===== src/rtl/reply_pacer.sv =====
module reply_pacer #(
  parameter int OP_W       = 8,
  parameter int MS_W       = 8,
  parameter int ENTRIES    = 8,
  parameter int DEFAULT_MS = 15,
  parameter int GAP_MS     = 32
) (
  input  logic                       clk,
  input  logic                       rst_n,
  input  logic                       req_start,
  input  logic [OP_W-1:0]            req_opcode,
  input  logic                       tx_done,
  input  logic                       rx_byte,
  input  logic                       ms_tick,
  input  logic                       tbl_we,
  input  logic [$clog2(ENTRIES)-1:0] tbl_idx,
  input  logic                       tbl_valid,
  input  logic [OP_W-1:0]            tbl_opcode,
  input  logic [MS_W-1:0]            tbl_ms,
  output logic                       busy,
  output logic                       ok,
  output logic                       timeout,
  output logic                       launch,
  output logic [OP_W-1:0]            launch_op
);
  typedef enum logic [1:0] {S_IDLE, S_SEND, S_WAIT, S_GAP} phase_t;

  phase_t            phase;
  logic [MS_W-1:0]   cnt, win;
  logic [OP_W-1:0]   cur_op, pend_op;
  logic              pend_v, ok_q, to_q;
  logic [ENTRIES-1:0] ent_v;
  logic [OP_W-1:0]   ent_op [ENTRIES];
  logic [MS_W-1:0]   ent_ms [ENTRIES];

  assign busy      = (phase != S_IDLE);
  assign launch    = (phase == S_IDLE) && pend_v;
  assign launch_op = pend_op;
  assign ok        = ok_q;
  assign timeout   = to_q;

  always_comb begin
    win = MS_W'(DEFAULT_MS);
    for (int i = ENTRIES - 1; i >= 0; i--)
      if (ent_v[i] && ent_op[i] == cur_op) win = ent_ms[i];
  end

  always_ff @(posedge clk) begin
    if (!rst_n) ent_v <= '0;
    else if (tbl_we) ent_v[tbl_idx] <= tbl_valid;
  end

  always_ff @(posedge clk) begin
    if (tbl_we) begin
      ent_op[tbl_idx] <= tbl_opcode;
      ent_ms[tbl_idx] <= tbl_ms;
    end
  end

  always_ff @(posedge clk) begin
    if (!rst_n) begin
      phase   <= S_IDLE;
      cnt     <= '0;
      cur_op  <= '0;
      pend_op <= '0;
      pend_v  <= 1'b0;
      ok_q    <= 1'b0;
      to_q    <= 1'b0;
    end else begin
      ok_q <= 1'b0;
      to_q <= 1'b0;
      case (phase)
        S_IDLE: if (pend_v) begin
          phase  <= S_SEND;
          cur_op <= pend_op;
        end
        S_SEND: if (tx_done) begin
          phase <= S_WAIT;
          cnt   <= win;
        end
        S_WAIT: begin
          if (rx_byte) begin
            ok_q  <= 1'b1;
            phase <= S_GAP;
            cnt   <= MS_W'(GAP_MS);
          end else if (ms_tick) begin
            if (cnt <= 1) begin
              to_q  <= 1'b1;
              phase <= S_GAP;
              cnt   <= MS_W'(GAP_MS);
            end else cnt <= cnt - 1'b1;
          end
        end
        default: if (ms_tick) begin
          if (cnt <= 1) phase <= S_IDLE;
          else cnt <= cnt - 1'b1;
        end
      endcase
      if (req_start) begin
        pend_v  <= 1'b1;
        pend_op <= req_opcode;
      end else if (launch) pend_v <= 1'b0;
    end
  end
endmodule



===== config.mk =====
export PLATFORM = sky130hd
export DESIGN_NAME = reply_pacer
export DESIGN_NICKNAME = d
export VERILOG_FILES = /design/src/rtl/reply_pacer.sv
export SDC_FILE = /design/constraint.sdc
export NUM_CORES = 1
export LEC_CHECK = 0
export BUFFER_PORTS_ARGS = -buffer_cell sky130_fd_sc_hd__buf_2
export CAP_MARGIN = 40
export CORE_MARGIN = 8
export CORE_UTILIZATION = 45
export CTS_BUF_LIST = sky130_fd_sc_hd__clkbuf_8
export DETAILED_ROUTE_END_ITERATION = 16
export PLACE_DENSITY = 0.67
export SLEW_MARGIN = 20
export SYNTH_ARGS = -nofsm -noshare
export SYNTH_HDL_FRONTEND = slang
export SYNTH_SLANG_ARGS = --single-unit

===== constraint.sdc =====
create_clock -name clk -period 6.24 [get_ports clk]
set_input_delay 0.312 -clock clk [delete_from_list [all_inputs] [get_ports clk]]
set_output_delay 0.312 -clock clk [all_outputs]
set_load 0.01 [all_outputs]

==> impl_metrics.yaml, run 1 <==
detailed_routing:
  dr_wl_met2_um: 7200
  top_layer: "met4"
  wl_per_cell_um: 18.2
  met3_length_um: 938
  viasPerCell: 5.29
  route.final.wire_length_um: 15300
  drt_iter0_markers: 319
  drtAntennaViolNets: 0
  drc_errors: 0
  vias: 4457
  met1_length_um: 6890
  drt_pass1_iterations: 5
synthesis:
  ys_types: 54
  syn_inst: 559
  syn_avg_cell_area_sq_um: 12.7
  ys_async_sr_fraction: 0
  synth_edf_count: 128
  ys.flop_type: "edfxtp_1"
  netlist_area_sq_um: 7080
  syn-num-nets: 599
  ys_ff_latch: 165
  yosysWarnings: 0
  yosysSeqAreaShare: 0.647
clocking:
  cts_root_buf: "clkbuf_8"
  clk-insertion-delay-late_ns: 0.46
  cts_resized: 0
  post-cts-setup-buffer-count: 0
  hold_buffers: 0
  clock_sinks: 165
  cts_tree: "done"
  numCtsBuffers: 17
  clockBufferDepth: 2
  clkSlewWorstSetupHoldPaths_ns: 0.09
  cts_max_level: 4
placement:
  gp_congestion: 0.842
  place_ws_ns: 3.35
  place_area_sq_um: 7590
  dp_hpwl_um: 10900
  dpl.cell_count: 811
  io_buffers: 46
timing:
  max_freq_mhz: 343
  hold_ws_ns: 0.106
  max_slew_margin: 0.471
  min_period_over_period: 0.468
  layout_setup_ws_ns: 3.32
  rsz0062_at_grt: "no"
  period_needed_ns: 2.92
  drv_slew: 0
  setup_tns_ns: 0
  setup_viol: 0
  skew_ns: 0.00877
  tightestPinTransition_ns: 0.792
  hold_viol_final: 0
critical_path:
  critical_path_class: "register to register"
  required_ns: 6.63
  slowest_delay_ns: 0.66
  critPathMostFrequentCell: "o211ai_2"
  crit_arrival_ns: 3.30
  slowest_stage: "a311oi_4"
  cp_max_fo: 19
  critPathLaunchType: "register"
  crit_chain: "inv_1 -> ha_1 -> nor2_1 -> nor4_4 -> a311oi_4 -> and3_4 -> o211ai_2 -> or4_4 -> o211ai_2"
  end_kind: "register"
floorplan:
  core_sq_um: 15700
  die_x_um: 141
  row_count: 46
  die_h_um: 141
  dieArea_sq_um: 20000
  start_util: 0.452
  io_pins: 47
grt:
  grt_pass1_wl_um: 24400
  antenna_found_initial: 0
  track_usage: 0.160
  grt_overflow: 0
  grt_start_max_net_pins: 40
  grt_pass1_vias: 4466
layout:
  drive_gt1_frac: 0.167
  diodes: 0
  fin_cells: 843
  fin_area_sq_um: 7950
  postLayoutCoreUtil: 0.508
  layout.nets: 654
  area_growth_pct: 12.2
power_and_ir_drop:
  power_mw: 2.58
  powerDensity_nw_per_um2: 325
  p_leak_nw: 2.67
  peakVddDrop_uv: 141
run_status:
  status: "finished clean"
flow_run:
  max_cap_violations: 0
hold_path:
  min_path_type: "input pin to register"
==> cell families (layout without fill, tap and decap cells) <==
| family | count (synthesis) | in the layout | synth area share |
|---|---|---|---|
| muxes | 10 | 10 | 0.0141 |
| AOI/OAI and AO/OA | 95 | 95 | 0.0954 |
| xor gates and xnor gates | 66 | 66 | 0.0816 |
| DFF | 165 | 165 | 0.647 |
| and+or+nand+nor | 177 | 177 | 0.129 |
| buffers and inverters | 41 | 109 | 0.0233 |
| adders and majority gates | 5 | 5 | 0.00883 |
==> report_power, final <==
group / switching [mW] / leakage [nW] / internal [mW]
Sequential: 0.0650 / 1.46 / 1.25
Clock: 0.390 / 0.181 / 0.316
Combinational: 0.327 / 1.03 / 0.232
Total: 0.782 / 2.67 / 1.80
==> flip-flops by register name (all words and copies together), names as in the netlist <==
register and cells:
ent_op 64, ent_ms 64, cur_op 8, pend_v 1, timeout 1, ent_v 8
ok 1, phase 2, launch_op 8, cnt 8
==> final cells by class <==
cell class	count	area, sq um
multi-input combinational	353	2340
clock buffer	17	234
clock inverter	15	130
sequential	165	4580
timing repair buffer	59	320
tap	216	270
fill	1368	7700
inverter	18	67.6
==> worst paths after layout <==
path	slack, ns	start	end	cells past startpoint
hold / removal	0.11	req_opcode[3]	launch_op[3]	3
setup reg to reg	3.32	cnt[0]	cnt[0]	9
hold reg to reg	0.49	ent_v[3]	ent_v[3]	2
setup / recovery	3.32	cnt[0]	cnt[0]	9
==> cell usage in the layout, fill, tap and decap left out, drive strengths merged, types with 4 or more instances in the layout <==
cell    count
a21boi     15
a21oi       8
a31oi       6
and3        4
buf        59
clkbuf     17
clkinv      8
dfxtp      37
edfxtp    128
ha          5
inv        21
mux2i      10
nand2      57
nand2b      8
nand3      17
nand4      10
nor2       19
nor2b      13
nor3       22
nor3b       5
nor4        6
o211ai      4
o21ai      29
o31ai       5
or3         9
xnor2      51
xor2       15
==> cell usage after synthesis, drive strengths merged (4+ instances only) <==
master,count,area [sq um]
a21boi,15,113
a21oi,8,40.0
a31oi,6,37.5
and3,4,30.0
buf,9,45.0
clkbuf,14,52.6
dfxtp,37,741
edfxtp,128,3840
ha,5,62.6
inv,17,63.8
mux2i,10,100
nand2,57,214
nand2b,8,50.1
nand3,17,85.1
nand4,10,62.6
nor2,19,71.3
nor2b,13,81.3
nor3,22,115
nor3b,5,37.5
nor4,6,52.6
o211ai,4,40.0
o21ai,29,145
o31ai,5,37.5
or3,9,56.3
xnor2,51,447
xor2,15,131
==> critical path, delay by kind of cell (launching register included) <==
| family | cells | cell delay (ns) |
|---|---|---|
| and+or+nand+nor | 4 | 1.15 |
| AOI/OAI and AO/OA | 3 | 0.92 |
| DFF | 1 | 0.40 |
| adders and majority gates | 1 | 0.27 |
| buffers and inverters | 1 | 0.10 |
==> metal layers <==
layer | track usage | vias to the layer above
met4 | 0.0616 | 0
li1 | - | 2153
met3 | 0.0444 | 21
met1 | 0.203 | 2175
met5 | 0 | -
met2 | 0.255 | 108
Power figures use the tool's default switching activity.
==> run 2: changes to the inputs <==
==> constraint.sdc (replaced) <==
create_clock -name clk -period 2.9 [get_ports clk]
set_input_delay 0.145 -clock clk [delete_from_list [all_inputs] [get_ports clk]]
set_output_delay 0.145 -clock clk [all_outputs]
set_load 0.01 [all_outputs]
==> impl_metrics.yaml, run 2 (same netlist as run 1, synthesis figures left out) <==
timing:
  max_slew_margin: 0.510
  rsz0062_at_grt: "no"
  setup_tns_ns: 0
  hold_viol_final: 0
  max_freq_mhz: 391
  skew_ns: 0.00833
  drv_slew: 0
  tightestPinTransition_ns: 0.732
  setup_viol: 0
  period_needed_ns: 2.56
  min_period_over_period: 0.883
detailed_routing:
  drc_errors: 0
  vias: 4681
  wl_per_cell_um: 18.4
  drtAntennaViolNets: 0
  viasPerCell: 5.33
  drt_iter0_markers: 415
  route.final.wire_length_um: 16200
  drt_pass1_iterations: 7
clocking:
  cts_tree: "done"
  clkSlewWorstSetupHoldPaths_ns: 0.09
  clock_sinks: 165
  clk-insertion-delay-late_ns: 0.47
  cts_root_buf: "clkbuf_8"
  clockBufferDepth: 2
  cts_resized: 0
  numCtsBuffers: 17
  cts_max_level: 4
placement:
  io_buffers: 46
  gp_congestion: 0.876
  dp_hpwl_um: 11400
power_and_ir_drop:
  p_leak_nw: 2.84
  powerDensity_nw_per_um2: 681
  peakVddDrop_uv: 316
layout:
  seq_area_sq_um: 4580
  diodes: 0
  top_regs: "ent_ms x64, ent_op x64"
  layout_commonest_cell: "edfxtp_1"
  multi_input_area_sq_um: 2340
  final_cell_mix: "edfxtp_1, nand2_1, xnor2_1"
  nFillCells: 1363
  area_growth_pct: 17.2
  postLayoutCoreUtil: 0.530
  layout.nets: 690
  drive_gt1_frac: 0.172
grt:
  grt_overflow: 0
  grt_pass1_wl_um: 25700
  antenna_found_initial: 0
  track_usage: 0.169
  grt_pass1_vias: 4740
  grt_start_max_net_pins: 39
critical_path:
  critPathLaunchType: "register"
  critical_path_class: "register to register"
  critical_path_buf_inv_count: 1
  reg2reg_slack_ns: 0.34
  startpoint: "cur_op[6]"
  rr_endpoint: "cnt[0]"
  rr_startpoint: "cur_op[6]"
  crit_chain: "xor2_1 -> nor4_1 -> nand4_1 -> buf_4 -> or3_1 -> o211ai_2 -> or4_4 -> o211ai_2"
  slowest_stage: "dfxtp_1"
  slowest_delay_ns: 0.70
  critPathTopFamily: "simple AND/OR/NAND/NOR gates"
  end_kind: "register"
  reg2reg_depth: 8
  endpoint: "cnt[0]"
  critPathMostFrequentCell: "o211ai_2"
  crit_arrival_ns: 2.96
  required_ns: 3.30
  crit_cells: 8
  cp_max_fo: 19
floorplan:
  row_count: 46
  core_sq_um: 15700
  die_h_um: 141
  die_x_um: 141
  start_util: 0.452
  dieArea_sq_um: 20000
  io_pins: 47
hold_path:
  min_path_type: "input pin to register"
flow_run:
  max_cap_violations: 0
run_status:
  status: "finished clean"
## run 2: changes by cell type in the layout (fill, tap and decap cells not counted), sizes merged
cell / change
dlygate4sd3: +26
buf: +10
clkinv: -2
clkinvlp: +2
bufinv: +1
inv: -1
## run 2: worst reg2reg max path: cells and delay by family (launching register included)
kind	cells	cell delay, ns
flip-flops	1	0.70
XOR/XNOR	1	0.37
buffers and inverters	1	0.24
AND/OR/NAND/NOR	4	0.93
AO/OA/AOI/OAI	2	0.26
## run 2: worst min-delay path by stage
stage | endpoint | cells past startpoint | slack, ns | start
after floorplan | ent_ms[0][0] | 0 | 0.24 | tbl_ms[0]
after global placement | ok | 2 | 0.40 | rx_byte
after detailed placement | ok | 2 | 0.40 | rx_byte
after CTS | ent_v[3] | 3 | 0.005 | tbl_valid
after global routing | ent_v[7] | 3 | 0.02 | tbl_valid
final | ent_v[7] | 3 | 0.04 | tbl_valid
## run 2: repair_timing
item                      4_1_cts  5_1_grt
setup buffers                   0        0
hold endpoints to repair      130        2
hold buffers                   25        1
## run 2: report_power, final
group          total (mW)  internal (mW)  switching, mW
combinational        1.25          0.536          0.715
sequential           2.83           2.69          0.137
clock                1.58          0.750          0.827
total                5.65           3.97           1.68
## run 2: metrics by stage
| stage | cell area [sq um] | cells | hold slack, ns | power, mW | worst slack, ns |
|---|---|---|---|---|---|
| after CTS | 8290 | 878 | 0.00495 | 5.69 | 0.330 |
| after floorplan | 7080 | 559 | 0.244 | 3.77 | 0.522 |
| after global placement | 7670 | 821 | 0.397 | 4.06 | 0.411 |
| final | 8300 | 879 | 0.0365 | 5.65 | 0.341 |
| after detailed placement | 7670 | 821 | 0.396 | 4.10 | 0.393 |
| after global routing | 8300 | 879 | 0.0202 | 5.93 | 0.142 |
## run 2: cell type report
type / count / area share
Sequential cell: 165 / 0.552
Clock buffer: 17 / 0.0282
Inverter: 18 / 0.00814
Tap cell: 216 / 0.0325
Clock inverter: 15 / 0.0169
Timing Repair Buffer: 95 / 0.0799
Multi-Input combinational cell: 353 / 0.282
## run 2: layer usage
layer	share of wire	vias to the layer above	track usage
li1	-	2224	-
met1	0.44	2276	0.220
met2	0.47	158	0.264
met3	0.070	23	0.0481
met4	0.017	0	0.0639
met5	0	-	0
